[src/rtl/usbf_flag_pkg.sv]
package usbf_flag_pkg;
  localparam int DW    = 8;
  localparam int NFLAG = 5;
  // flag indices
  localparam int F_CTX = 0;
  localparam int F_CRX = 1;
  localparam int F_STX = 2;
  localparam int F_EOP = 3;
  localparam int F_RSM = 4;
  // register addresses
  localparam int REG_CTL = 0;
  localparam int REG_SHR = 1;
  localparam int REG_TXE = 2;
  typedef logic [DW-1:0]    byte_t;
  typedef logic [NFLAG-1:0] flagv_t;
endpackage

[src/rtl/usbf_flag_cell.sv]
module usbf_flag_cell (
  input  logic clk,
  input  logic rst,
  input  logic set_i,
  input  logic clr_i,
  output logic q
);
  always_ff @(posedge clk) begin
    if (rst)        q <= 1'b0;
    else if (set_i) q <= 1'b1;
    else if (clr_i) q <= 1'b0;
  end
endmodule

[src/rtl/usbf_in_decide.sv]
module usbf_in_decide #(
  parameter int NEP_W = 2
) (
  input  logic             clk,
  input  logic             rst,
  input  logic             tok,
  input  logic [NEP_W-1:0] ep,
  input  logic             shr_busy,
  input  logic [1:0]       tx_en,
  output logic             vld,
  output logic             ack
);
  logic is_ep1, is_ep2, ep_en;
  always_comb begin
    is_ep1 = (ep == NEP_W'(1));
    is_ep2 = (ep == NEP_W'(2));
    ep_en  = (is_ep1 & tx_en[0]) | (is_ep2 & tx_en[1]);
  end
  always_ff @(posedge clk) begin
    if (rst) begin
      vld <= 1'b0;
      ack <= 1'b0;
    end else begin
      vld <= tok & (is_ep1 | is_ep2);
      ack <= tok & ep_en & ~shr_busy;
    end
  end
endmodule

[src/rtl/usbf_flag_ctrl.sv]
module usbf_flag_ctrl
  import usbf_flag_pkg::*;
#(
  parameter int ADDR_W = 2
) (
  input  logic              clk,
  input  logic              rst,
  input  logic [ADDR_W-1:0] bus_addr,
  input  logic [7:0]        bus_wdata,
  input  logic              bus_wr,
  input  logic              bus_rd,
  output logic [7:0]        bus_rdata,
  input  logic              ev_ctl_tx,
  input  logic              ev_ctl_rx,
  input  logic              ev_shr_ack,
  input  logic              ev_eop,
  input  logic              ev_resume,
  input  logic              in_tok,
  input  logic [1:0]        in_ep,
  output logic              in_rsp_vld,
  output logic              in_rsp_ack,
  output logic              irq,
  output logic              usb_clk_stop
);
  flagv_t evt_vec, clr_vec, flag_q, ie_q;
  logic   wr_ctl, wr_shr, wr_txe;
  logic   susp_q;
  logic [1:0] txe_q;
  byte_t  rd_mux;

  always_comb begin
    wr_ctl = bus_wr & (bus_addr == ADDR_W'(REG_CTL));
    wr_shr = bus_wr & (bus_addr == ADDR_W'(REG_SHR));
    wr_txe = bus_wr & (bus_addr == ADDR_W'(REG_TXE));
    evt_vec        = '0;
    evt_vec[F_CTX] = ev_ctl_tx;
    evt_vec[F_CRX] = ev_ctl_rx;
    evt_vec[F_STX] = ev_shr_ack;
    evt_vec[F_EOP] = ev_eop;
    evt_vec[F_RSM] = ev_resume;
    clr_vec        = '0;
    clr_vec[F_CTX] = wr_ctl & bus_wdata[7];
    clr_vec[F_CRX] = wr_ctl & bus_wdata[6];
    clr_vec[F_STX] = wr_shr & bus_wdata[7];
    clr_vec[F_EOP] = wr_shr & bus_wdata[6];
    clr_vec[F_RSM] = wr_shr & bus_wdata[5];
  end

  for (genvar i = 0; i < NFLAG; i++) begin : g_flag
    usbf_flag_cell u_cell (
      .clk  (clk),
      .rst  (rst),
      .set_i(evt_vec[i]),
      .clr_i(clr_vec[i]),
      .q    (flag_q[i])
    );
  end

  // enables, suspend and endpoint transmit enables
  always_ff @(posedge clk) begin
    if (rst) begin
      ie_q   <= '0;
      susp_q <= 1'b0;
      txe_q  <= '0;
    end else begin
      if (wr_ctl) begin
        ie_q[F_CTX] <= bus_wdata[3];
        ie_q[F_CRX] <= bus_wdata[2];
        susp_q      <= bus_wdata[0];
      end
      if (wr_shr) begin
        ie_q[F_STX] <= bus_wdata[3];
        ie_q[F_EOP] <= bus_wdata[2];
      end
      if (wr_txe) txe_q <= bus_wdata[1:0];
      ie_q[F_RSM] <= 1'b1;
    end
  end

  always_comb begin
    rd_mux = '0;
    case (bus_addr)
      ADDR_W'(REG_CTL): rd_mux = {flag_q[F_CTX], flag_q[F_CRX], 2'b00,
                                  ie_q[F_CTX], ie_q[F_CRX], 1'b0, susp_q};
      ADDR_W'(REG_SHR): rd_mux = {flag_q[F_STX], flag_q[F_EOP], flag_q[F_RSM], 1'b0,
                                  ie_q[F_STX], ie_q[F_EOP], 2'b00};
      ADDR_W'(REG_TXE): rd_mux = {6'b0, txe_q};
      default:          rd_mux = '0;
    endcase
  end

  always_ff @(posedge clk) begin
    if (rst) begin
      bus_rdata <= '0;
      irq       <= 1'b0;
    end else begin
      if (bus_rd) bus_rdata <= rd_mux;
      irq <= |(flag_q & ie_q);
    end
  end

  assign usb_clk_stop = susp_q;

  usbf_in_decide #(.NEP_W(2)) u_in (
    .clk     (clk),
    .rst     (rst),
    .tok     (in_tok),
    .ep      (in_ep),
    .shr_busy(flag_q[F_STX]),
    .tx_en   (txe_q),
    .vld     (in_rsp_vld),
    .ack     (in_rsp_ack)
  );
endmodule

[config.mk]
export PLATFORM = sky130hd
export DESIGN_NAME = usbf_flag_ctrl
export DESIGN_NICKNAME = d
export VERILOG_FILES = /design/src/rtl/usbf_flag_pkg.sv /design/src/rtl/usbf_flag_cell.sv /design/src/rtl/usbf_in_decide.sv /design/src/rtl/usbf_flag_ctrl.sv
export SDC_FILE = /design/constraint.sdc
export NUM_CORES = 1
export LEC_CHECK = 0
export BUFFER_PORTS_ARGS = -buffer_cell sky130_fd_sc_hd__buf_2
export CORE_MARGIN = 4
export CORE_UTILIZATION = 43
export DETAILED_ROUTE_END_ITERATION = 8
export PLACE_DENSITY = 0.73
export SLEW_MARGIN = 0
export SYNTH_ARGS = -nofsm -noshare
export SYNTH_HDL_FRONTEND = slang
export SYNTH_SLANG_ARGS = --single-unit
export TNS_END_PERCENT = 1
[constraint.sdc]
create_clock -name clk -period 0.8 [get_ports clk]
set_input_delay 0 -clock clk [delete_from_list [all_inputs] [get_ports clk]]
set_output_delay 0 -clock clk [all_outputs]
set_load 0.05 [all_outputs]
## Word-level counts from Yosys, hierarchy flattened

Cells that the tools add are included.

| word-level totals | value |
|---|---|
| logic and storage cells | 56 |
| bits in registers | 24 |
| bits of input ports | 22 |
| output and inout port bits | 12 |

| operators by class | value |
|---|---|
| bitwise logic cells | 17 |
| equal/unequal tests | 4 |
| reductions and logical operators | 7 |
| mux-type cells | 14 |

Operators with widths:

| cell | count |
|---|---|
| one-hot mux 8 bit (3 select lines) | 1 |
| AND 1 bit | 13 |
| 2-to-1 mux 1 bit | 10 |
| nonzero test 2 bit | 5 |
| AND 5 bit | 1 |
| 2-to-1 mux 5 bit | 1 |
| OR reduction 5 bit | 1 |
| equality test 2 x 1 -> 1 bit, second input constant | 2 |
| equality test 2 bit, second input constant | 2 |
| 2-to-1 mux 2 bit | 2 |
| zero test 2 bit | 1 |
| bitwise OR 1 bit | 2 |
| inverter 1 bit | 1 |

## Longest topological paths before layout

Gate-level depths: netlist of the first run.

| depth | value |
|---|---|
| word-level depth | 5 |
| depth in mapped cells | 5 |
| gate-level depth less buffers | 4 |

## By module

Synthesis of the first run repeated with hierarchy kept, for this count alone.

| unflattened totals | value |
|---|---|
| cells, all modules | 107 |
| area, all modules | 1042.2 µm² |

Modules (own cells, without submodules):

| module | area each (µm²) | seq. area each (µm²) | cells an instance | instances |
|---|---|---|---|---|
| usbf_flag_ctrl | 740.7 | 320.3 | 77 | 1 |
| usbf_flag_cell | 38.8 | 20.0 | 4 | 5 |
| usbf_in_decide | 107.6 | 40.0 | 10 | 1 |

## Least setup slack after synthesis of the first run

No wires, ideal clock.

| timing path | value |
|---|---|
| path type | register to register |
| start | register susp_q, in the netlist usb_clk_stop |
| end | register bus_rdata[0] |
| clock period less this slack | 1.105 ns |
| buffers on the path | 0 |
| library setup time | 0.122 ns |
| arrival | 0.983 ns |
| cell stages (with the launch flop) | 4 |
| required time | 0.678 ns |
| path slack | -0.305 ns |
| cell sequence | dfxtp_1 > mux2_2 > a31oi_1 > nor2_1 |

| between the ends | value |
|---|---|
| cells in the longest elaborated chain, start to end | 1 |

Ends and longest elaborated chain:

| what | RTL line | RTL |
|---|---|---|
| from (decl) | usbf_flag_ctrl.sv:27 | `logic susp_q;` |
| from (signal assigned) | usbf_flag_ctrl.sv:69 | `susp_q <= bus_wdata[0];` |
| one-hot mux 8 bit (3 select lines) | usbf_flag_ctrl.sv:82 | `case (bus_addr)` |
| to (signal assigned) | usbf_flag_ctrl.sv:97 | `if (bus_rd) bus_rdata <= rd_mux;` |
| to (decl) | usbf_flag_ctrl.sv:12 | `output logic [7:0] bus_rdata,` |

No other way between the ends.
A chain may end at the register's enable or synchronous reset.

## Worst setup path in the final report of the first run

| timing path | value |
|---|---|
| start | register susp_q, in the netlist usb_clk_stop |
| end | output port usb_clk_stop |

RTL lines:

| what | RTL line | RTL |
|---|---|---|
| to (decl) | usbf_flag_ctrl.sv:23 | `output logic usb_clk_stop` |

No word-level cell between the ends.

==> results of run 1 <==
[cell usage in the layout, fill, tap and decap left out, types with 2 or more instances in the layout]
cell type / instances
a21oi_1: 3
nand2b_1: 2
buf_2: 20
buf_6: 4
a21oi_2: 4
nor2b_1: 5
clkbuf_4: 3
mux2i_1: 7
ha_1: 2
inv_1: 4
a22oi_1: 2
a21boi_1: 2
dfxtp_2: 17
a21boi_2: 3
o21a_1: 5
mux2_2: 4
dfxtp_1: 5
buf_4: 9
buf_8: 8
dlygate4sd3_1: 11
nor2_1: 13
[power by group through the flow]
stage	Combinational [µW]	Sequential [µW]	Clock (µW)
after global routing	449	1230	605
after detailed placement	333	1240	0
after global placement	325	1240	0
final	415	1230	546
after CTS	409	1230	550
after floorplan	163	1280	0
[metal layers]
metal	vias up	share of wire (%)	routed length [µm]	GRT usage [%]
met5	-	0	0	0
met4	0	0.98	23	6.10
met3	3	4.3	101	3.71
met2	19	51	1190	28.2
met1	404	44	1030	19.5
li1	428	-	-	-
[area by class of cell]
class / count / area [µm²]
Clock buffer: 4 / 26.3
Fill cell: 157 / 693
Inverter: 4 / 15.0
Multi-Input combinational cell: 64 / 493
Sequential cell: 23 / 485
Tap cell: 28 / 35.0
Timing Repair Buffer: 52 / 443
[worst max-delay path, cell delays in order (launching register included)]
cell and delay [ns]:
dfxtp_4 0.36, buf_6 0.11, buf_8 0.14
[cells by family (layout without fill, tap and decap cells)]
family | count (synthesis) | count (layout) | synth area share, %
AOI/OAI and AO/OA | 21 | 21 | 15.5
other | 1 | 1 | 0.381
adders and majority gates | 2 | 2 | 2.54
DFF | 23 | 23 | 46.8
buffers and inverters | 10 | 60 | 5.72
and+or+nand+nor | 28 | 28 | 16.3
muxes | 12 | 12 | 12.8
[flip-flops by register name, summed over array words and instances (netlist names)]
signal           cells
usb_clk_stop         1
ie_q                 5
irq                  1
g_flag.u_cell.q      5
bus_rdata            7
u_in.ack             1
u_in.vld             1
txe_q                2
[worst min-delay path by stage]
stage               depth (start not counted)        from  slack [ns]            endpoint
finish                                      3    in_ep[1]       -0.04            u_in.vld
global route                                3    in_ep[1]       -0.03            u_in.vld
CTS                                         3    in_ep[1]       -0.04            u_in.vld
detailed placement                          2      ev_eop        0.22  g_flag[3].u_cell.q
global placement                            2  ev_shr_ack        0.21  g_flag[2].u_cell.q
floorplan                                   1  ev_shr_ack        0.12  g_flag[2].u_cell.q
[stage by stage]
step	setup TNS, ns	power, µW
6_report	-0.802	2190
5_1_grt	-1.52	2290
4_1_cts	-0.875	2180
3_5_place_dp	-1.93	1580
3_3_place_gp	-1.58	1570
2_1_floorplan	-0.972	1450
[timing repair]
action                                  in CTS  in global routing
hold endpoints to repair                    15                  1
endpoints found under the setup margin      18                 22
cloned                                       0                  0
pin swaps                                    3                  1
resized for setup                           47                  7
buffers inserted                             0                  0
==> reports/qor.csv, run 1 <==
stage;metric;value;unit
yosys;synth_edf_count;0;
cells_and_area;syn_to_final_growth;52.1;%
clock_network;cts.path.max_buffers;2;
floorplanning;coreArea;2190;µm²
yosys;ys_top_cells_by_count;23 x dfxtp_1, 13 x nor2_1, 7 x a21oi_1, 7 x mux2i_1;
setup_path;r2r_end;irq;
run_status;run_status;complete, but fails checks;
placement;hpwlAfterDp;1710;µm
cells_and_area;antennaDiodeCount;0;
timing;setup_viol;16;
setup_path;reg2reg_depth;2;
setup_path;worst_setup_path_start_kind;flip-flop;
routing;wirelength;2350;µm
clock_network;clk_pin_slew;0.13;ns
yosys;synth_fp_nets;121;
setup_path;crit_type;flip-flop to primary output;
timing;hold_viol;1;
power_and_ir_drop;clockPowerShare;24.9;%
setup_path;end_kind;primary output;
setup_path;worstSetupEndpoint;usb_clk_stop;
placement;place.gp.congestion;0.761;
cells_and_area;final_util;68.4;%
timing;rsz0062_at_grt;true;
yosys;avgSynthCellArea;10.2;µm²
routing;vias;854;
yosys;ys_warn_count;0;
setup_path;cp.arrival;0.93;ns
power_and_ir_drop;p_sw;580;µW
yosys;yosys.area.top_type;dfxtp_1;
yosys;yosysTopAreaCellShare;46.8;%
setup_path;cp_max_fo;2;
cells_and_area;fin_cells;175;
clock_network;cts.sinks;23;
placement;dpl_cell_area;1210;µm²
setup_path;cp.required;0.80;ns
grt;antenna_found_initial;0;
cells_and_area;nets;172;
placement;port_buffers;31;
setup_path;r2r_setup_slack;-0.12;ns
clock_network;cts_tree;built;
grt;grt_pass1_wl;4090;µm
power_and_ir_drop;powerDensity;1460;nW/µm²
clock_network;hold_buffers;11;
routing;vias_per_cell;4.88;
yosys;syn_inst;97;
worst_hold_path;holdCritPathClass;primary input to flip-flop;
routing;post_drt_wl_per_cell;13.4;µm
timing;clock.fmax;1070;MHz
floorplanning;rows;17;
power_and_ir_drop;combPwrFrac;19.0;%
clock_network;cts-root-buf;clkbuf_4;
routing;drtPass1Iterations;4;
power_and_ir_drop;p_sw_share;26.5;%
floorplanning;fp.dieH;55.9;µm
setup_path;critPathLaunch;usb_clk_stop;
routing;drcViolationCount;0;
power_and_ir_drop;ir_drop;0.00103;V
power_and_ir_drop;intPower;1610;µW
floorplanning;die_w;55.9;µm
yosys;synth_flop_cell;dfxtp_1;
timing;setup_ws;-0.130;ns
run;max_cap_violations;0;
cells_and_area;stdcell_area;1500;µm²
timing;hold_ws;-0.0449;ns
floorplanning;pin_count;34;
run_status;failed_checks;hold timing, setup timing;
clock_network;ctsHtreeMaxLevel;1;
routing;drtIter0Drc;19;
timing;slew_violations;0;
yosys;yosysMostFrequentCell;dfxtp_1;
cells_and_area;drive_above_1_share;52.4;%
grt;grt_overflow_total;0;
grt;grt_pass1_vias;899;
yosys;postSynth.asyncResetShare;0;%
timing;final.min_clock_period;0.930;ns
clock_network;cts_buffers;3;
placement;place_ws;-0.158;ns
power_and_ir_drop;seqPwrFrac;56.1;%
yosys;synth_top_cells_by_area;dfxtp_1 47%, mux2i_1 7.1%, mux2_2 5.7%, nor2_1 5.0%, o21a_1 3.8%;
clock_network;clock_latency;0.32;ns
floorplanning;initial_utilization;44.9;%
grt;grt_max_degree;16;
placement;dp_cells;160;
grt;track_usage;16.3;%
yosys;ys_types;28;
floorplanning;dieArea;3120;µm²
yosys;ys_seq_elements;23;
timing;timing.final.crit_share;116;%
power_and_ir_drop;p_leak;0.000666;µW
routing;antenna_left;0;
yosys;synth.yosys.seq_area_share;46.8;%
timing;skew;0.00523;ns
yosys;synth_area;985;µm²
setup_path;timing.rr.start;g_flag[3].u_cell.q;
No activity file was read; power rests on OpenSTA's default activity.
==> run 2: changes to the inputs <==
--- a/config.mk
+++ b/config.mk
@@ -5,6 +5,7 @@
 export SDC_FILE = /design/constraint.sdc
 export NUM_CORES = 1
 export LEC_CHECK = 0
+export ABC_AREA = 1
 export BUFFER_PORTS_ARGS = -buffer_cell sky130_fd_sc_hd__buf_2
 export CORE_MARGIN = 4
 export CORE_UTILIZATION = 43
==> run 2 against run 1 <==
  * The flow finishes with violations (setup timing)
  * Sequential cell count stayed put
  * Via count up 28%
  * Clock power is 3% higher
  * Worst hold slack better by 0.051 ns
  * Non-clock buffer count unchanged
  * Total power up 8.0%
  * Cell count grew 26%
  * Global-route usage up 0.90 points
==> reports/qor.csv, run 2 <==
stage;metric;value;unit
run_status;run_status;complete, but fails checks;
run_status;failed_checks;setup timing;
grt;grt_pass1_wl;4330;µm
grt;grt_pass1_vias;1042;
setup_path;cp.arrival;0.86;ns
placement;port_buffers;31;
grt;gr-max-usage-layer;met2;
clock_network;cts-root-buf;clkbuf_4;
clock_network;clock_latency;0.33;ns
setup_path;cp.required;0.80;ns
timing;clock.fmax;1170;MHz
placement;hpwlAfterDp;1800;µm
yosys;synth.mux.area_fraction;0;%
floorplanning;initial_utilization;45.2;%
power_and_ir_drop;p_leak;0.000753;µW
yosys;ys_warn_count;0;
floorplanning;rows;17;
cells_and_area;top_regs;bus_rdata x7, g_flag.u_cell.q x5, ie_q x5;
timing;hold_viol;0;
timing;setup_tns;-0.370;ns
clock_network;ctsHtreeMaxLevel;1;
routing;drtPass1Iterations;4;
grt;track_usage;17.2;%
setup_path;crit_family;flip-flops;
yosys;synth-xor-area-share;0;%
cells_and_area;drive_above_1_share;33.3;%
yosys;synth_flop_cell;dfxtp_1;
clock_network;cts_tree;built;
yosys;synth_top_family_by_area;simple AND/OR/NAND/NOR gates;
yosys;avgSynthCellArea;7.15;µm²
yosys;synth_area;1000;µm²
cells_and_area;top_register;bus_rdata;
clock_network;clk_pin_slew;0.14;ns
floorplanning;fp.dieH;56.2;µm
cells_and_area;final_cell_mix;30 x nand2_1, 22 x nor2_1, 20 x buf_2, 17 x inv_1;
grt;grt_use_met2;28.0;%
cells_and_area;fin_cells;220;
power_and_ir_drop;ir_drop;0.00126;V
yosys;ys_types;18;
timing;setup_viol;13;
yosys;yosys.area.top_type;dfxtp_1;
timing;setup_ws;-0.0583;ns
yosys;syn_inst;140;
setup_path;crit_chain;buf_8;
timing;rsz0062_at_grt;true;
yosys;ys_seq_elements;23;
grt;grt_max_degree;15;
routing;wirelength;2620;µm
setup_path;cp_num_cells;1;
setup_path;slowest_delay;0.38;ns
routing;antenna_left;0;
routing;vias;1090;
yosys;ys_top_cells_by_count;31 x nand2_1, 23 x dfxtp_1, 23 x nor2_1, 17 x inv_1, 11 x nand3_1;
clock_network;cts.sinks;23;
routing;drtIter0Drc;22;
yosys;synth_fa_ha_area_share;2.50;%
run;max_cap_violations;0;
grt;met1_usage;21.2;%
cells_and_area;largest_reg_flops;7;
worst_hold_path;hold_depth;3;
clock_network;cts.path.max_buffers;2;
cells_and_area;syn_to_final_growth;51.1;%
grt;use_met3;2.55;%
routing;vias_per_cell;4.95;
yosys;synth.yosys.seq_area_share;46.0;%
placement;dp_cells;199;
setup_path;cp_num_buf_inv;1;
grt;antenna_found_initial;0;
setup_path;reg2reg_depth;5;
cells_and_area;final_common_cell;nand2_1;
grt;grt_overflow_total;0;
routing;post_drt_wl_per_cell;11.9;µm
floorplanning;die_w;56.2;µm
timing;slew_violations;0;
clock_network;cts_buffers;3;
yosys;yosysMostFrequentCell;nand2_1;
yosys;synth_edf_count;0;
timing;timing.final.crit_share;107;%
setup_path;crit_slowest_cell;dfxtp_2;
power_and_ir_drop;powerDensity;1560;nW/µm²
setup_path;worst_setup_path_start_kind;flip-flop;
yosys;synth_compound_area_share;8.75;%
floorplanning;coreArea;2210;µm²
cells_and_area;nets;217;
timing;final.min_clock_period;0.858;ns
worst_hold_path;holdCritPathClass;primary input to flip-flop;
yosys;synth_fp_nets;164;
floorplanning;dieArea;3160;µm²
yosys;yosysTopAreaCellShare;46.0;%
cells_and_area;antennaDiodeCount;0;
cells_and_area;final_util;68.4;%
yosys;synth_top_cells_by_area;dfxtp_1 46%, nand2_1 12%, nor2_1 8.6%, inv_1 6.4%, nand3_1 5.5%;
timing;hold_ws;0.00601;ns
placement;place.gp.congestion;0.858;
floorplanning;pin_count;34;
routing;drcViolationCount;0;
timing;skew;0.0110;ns
yosys;postSynth.asyncResetShare;0;%
setup_path;crit_type;flip-flop to primary output;
setup_path;end_kind;primary output;
yosys;synthSimpleGateAreaFrac;31.9;%
setup_path;cp_max_fo;2;
run 2: layer usage:
| layer | vias to the layer above | wire length, µm |
|---|---|---|
| li1 | 542 | - |
| met1 | 495 | 1100 |
| met2 | 42 | 1260 |
| met3 | 11 | 168 |
| met4 | 0 | 93 |
| met5 | - | 0 |
run 2: cell type report:
type | count | area [µm²]
Fill cell | 184 | 699
Sequential cell | 23 | 478
Timing Repair Buffer | 52 | 455
Multi-Input combinational cell | 94 | 445
Inverter | 19 | 71.3
Tap cell | 28 | 35.0
Clock buffer | 3 | 22.5
Clock inverter | 1 | 5.00
run 2: worst paths after layout:
check | from | endpoint | slack [ns]
max | bus_rdata[1] | bus_rdata[1] | -0.06
min | bus_wr | txe_q[1] | 0.006
max reg2reg | usb_clk_stop | bus_rdata[0] | -0.02
min reg2reg | g_flag[2].u_cell.q | u_in.ack | 0.47
run 2: what timing repair did:
action / in CTS / in global routing
hold endpoints to repair: 15 / 0
hold buffers: 15 / 0
buffers inserted: 1 / 1
pin swaps: 0 / 3
resized for setup: 32 / 15
endpoints found under the setup margin: 11 / 14
run 2: cells by family (layout without fill, tap and decap cells):
group | Yosys count | in the layout
compound gates | 17 | 17
simple gates | 74 | 74
other cells | 1 | 1
flops | 23 | 23
fa+ha+maj | 2 | 2
buf+inv | 23 | 75
run 2: through the flow:
stage / cell area (µm²) / total power, µW / setup WS, ns
after floorplan: 1000 / 1540 / -0.109
after global placement: 1190 / 1670 / 0.0549
after detailed placement: 1190 / 1680 / 0.0154
after CTS: 1460 / 2330 / -0.0440
after global routing: 1510 / 2450 / -0.0633
final: 1510 / 2360 / -0.0583
run 2: report_power, final:
part / internal [µW] / switching [µW] / leakage, µW
Sequential: 1220 / 49.8 / 0.000195
Clock: 188 / 372 / 0.0000177
Combinational: 243 / 295 / 0.000541
Total: 1650 / 717 / 0.000753
==> run 3: changes to the inputs <==
--- a/config.mk
+++ b/config.mk
@@ -8,11 +8,13 @@
 export ABC_AREA = 1
 export BUFFER_PORTS_ARGS = -buffer_cell sky130_fd_sc_hd__buf_2
 export CORE_MARGIN = 4
-export CORE_UTILIZATION = 43
+export CORE_UTILIZATION = 45
 export DETAILED_ROUTE_END_ITERATION = 8
-export PLACE_DENSITY = 0.73
+export GPL_ROUTABILITY_DRIVEN = 0
+export PLACE_DENSITY = 0.74
 export SLEW_MARGIN = 0
 export SYNTH_ARGS = -nofsm -noshare
 export SYNTH_HDL_FRONTEND = slang
+export SYNTH_HIERARCHICAL = 1
 export SYNTH_SLANG_ARGS = --single-unit
 export TNS_END_PERCENT = 1
==> run 3 against run 2 <==
  * The flow finishes with violations (hold timing, setup timing)
  * Global-route usage rose by 0.93 points
  * Die area rose by 5.7%
  * Cell count rose by 6.4%
  * Total power rose by 0.56%
  * Largest power group unchanged
==> reports/qor.csv, run 3 <==
stage;metric;value;unit
worst_hold_path;hp-start;in_ep[1];
cells_and_area;drive_above_1_share;33.0;%
yosys;synth_flop_cell;dfxtp_1;
yosys;yosysTopAreaCellShare;41.2;%
cells_and_area;nFillCells;190;
floorplanning;rows;17;
yosys;syn_inst;157;
worst_hold_path;hold_depth;3;
cells_and_area;antennaDiodeCount;0;
timing;rsz0062_at_grt;true;
floorplanning;initial_utilization;48.6;%
setup_path;cp_num_buf_inv;1;
setup_path;crit_type;flip-flop to primary output;
cells_and_area;largest_reg_flops;7;
clock_network;clk_pin_slew;0.13;ns
timing;slew_violations;0;
timing;clock.fmax;1180;MHz
yosys;yosysMostFrequentCell;nand2_1;
placement;port_buffers;31;
yosys;synth_edf_count;0;
setup_path;worst_setup_path_start_kind;flip-flop;
grt;grt_pass1_vias;1158;
setup_path;crit_family;flip-flops;
setup_path;timing.rr.start;usb_clk_stop;
timing;hold_viol;1;
worst_hold_path;holdPathEnd;u_in/vld;
routing;vias;1139;
setup_path;crit_slowest_cell;dfxtp_2;
grt;antenna_found_initial;0;
run_status;run_status;complete, but fails checks;
setup_path;cp_max_fo;2;
power_and_ir_drop;powerDensity;1500;nW/µm²
timing;hold_ws;-0.0533;ns
routing;antenna_left;0;
routing;drtIter0Drc;62;
yosys;synth.yosys.seq_area_share;41.2;%
timing;final.min_clock_period;0.847;ns
placement;dpl_cell_area;1310;µm²
timing;setup_ws;-0.0474;ns
cells_and_area;syn_to_final_growth;41.5;%
yosys;ys_seq_elements;23;
yosys;avgSynthCellArea;7.12;µm²
grt;track_usage;18.1;%
timing;setup_viol;12;
clock_network;clock_latency;0.32;ns
floorplanning;pin_count;34;
floorplanning;coreArea;2300;µm²
power_and_ir_drop;p_leak;0.000802;µW
routing;wirelength;2780;µm
cells_and_area;nets;231;
cells_and_area;top_register;bus_rdata;
yosys;postSynth.asyncResetShare;0;%
setup_path;reg2reg_depth;5;
placement;hpwlAfterDp;1990;µm
timing;timing.final.crit_share;106;%
power_and_ir_drop;finalPower;2380;µW
cells_and_area;final_cell_mix;32 x nand2_1, 26 x inv_1, 25 x nor2_1, 20 x buf_2, 17 x nand3_1;
setup_path;critPathLaunch;bus_rdata[5];
setup_path;crit_chain;buf_8;
clock_network;cts_buffers;3;
cells_and_area;top_regs;bus_rdata x7, g_flag.u_cell/q x5, ie_q x5;
cells_and_area;seq_area;475;µm²
yosys;yosys.area.top_type;dfxtp_1;
setup_path;r2r_setup_slack;-0.01;ns
clock_network;cts_tree;built;
yosys;synth_fp_nets;181;
clock_network;cts.path.max_buffers;2;
yosys;synth_area;1120;µm²
routing;drcViolationCount;0;
yosys;synth_top_cells_by_area;dfxtp_1 41%, nand2_1 11%, inv_1 8.7%, nor2_1 8.4%, nand3_1 7.6%;
setup_path;r2r_end;bus_rdata[0];
clock_network;cts.sinks;23;
routing;drtPass1Iterations;4;
routing;post_drt_wl_per_cell;11.9;µm
setup_path;cp.required;0.80;ns
setup_path;cp.arrival;0.85;ns
run_status;failed_checks;hold timing, setup timing;
routing;vias_per_cell;4.87;
grt;grt_overflow_total;0;
worst_hold_path;holdCritPathClass;primary input to flip-flop;
cells_and_area;final_common_cell;nand2_1;
floorplanning;fp.dieH;57.8;µm
power_and_ir_drop;ir_drop;0.00115;V
timing;skew;0.00607;ns
grt;grt_pass1_wl;4730;µm
yosys;ys_warn_count;6;
clock_network;cts-root-buf;clkbuf_4;
floorplanning;die_w;57.8;µm
clock_network;ctsHtreeMaxLevel;1;
floorplanning;dieArea;3340;µm²
setup_path;slowest_delay;0.38;ns
cells_and_area;multi_input_area;488;µm²
yosys;ys_top_cells_by_count;32 x nand2_1, 26 x inv_1, 25 x nor2_1, 23 x dfxtp_1, 17 x nand3_1;
setup_path;end_kind;primary output;
yosys;ys_types;20;
run;max_cap_violations;0;
grt;grt_max_degree;15;
cells_and_area;stdcell_area;1580;µm²
## run 3: timing repair
item | in CTS | in global routing
hold buffers | 13 | 0
resized for setup | 36 | 7
setup endpoints to repair | 11 | 15
pin swaps | 0 | 0
setup buffers | 1 | 0
endpoints found under the hold margin | 11 | 0
## run 3: kinds of logic (layout without fill, tap and decap cells)
kind of cell / Yosys count / in the layout / share of synthesized area, %
other cells: 1 / 1 / 0.336
buf+inv: 36 / 85 / 15.1
fa+ha+maj: 2 / 2 / 2.24
simple gates: 82 / 82 / 33.6
flops: 23 / 23 / 41.2
compound gates: 13 / 13 / 7.50
## run 3: power by group
part	switching (µW)	internal (µW)	total, µW
Clock	361	188	549
Sequential	51.0	1210	1260
Combinational	315	249	564
Total	728	1650	2380
## run 3: metal layers
layer	vias up	GRT usage [%]	wire length [µm]
met3	7	4.01	167
met2	36	31.9	1360
met4	0	8.94	56
met1	518	20.4	1200
met5	-	0	0
li1	578	-	-
## run 3: final cells by class
cell class              instances  area share (%)
well taps                      28            2.22
flip-flops and latches         23            30.1
inverters                      30            7.20
clock buffers                   3            1.42
clock inverters                 1           0.316
multi-input cells              98            30.9
repair buffers                 51            27.9
## run 3: worst max path at each step
stage / end / slack (ns) / cells past startpoint
global route: bus_rdata[7] / -0.07 / 1
finish: bus_rdata[5] / -0.05 / 1
floorplan: bus_rdata[0] / -0.13 / 4
detailed placement: g_flag[2].u_cell/q / 0.01 / 7
CTS: bus_rdata[5] / -0.04 / 1
global placement: g_flag[2].u_cell/q / 0.04 / 7
## run 3: metrics by stage
stage	TNS, ns	hold slack, ns	std cells	setup WS, ns	util (%)
after CTS	-0.244	0.0166	235	-0.0390	68.2
after detailed placement	0	0.247	217	0.0106	56.9
final	-0.322	-0.0533	234	-0.0474	68.8
after global placement	0	0.244	217	0.0381	56.9
after floorplan	-0.731	0.0624	157	-0.126	-
after global routing	-0.756	0.00869	234	-0.0744	68.8
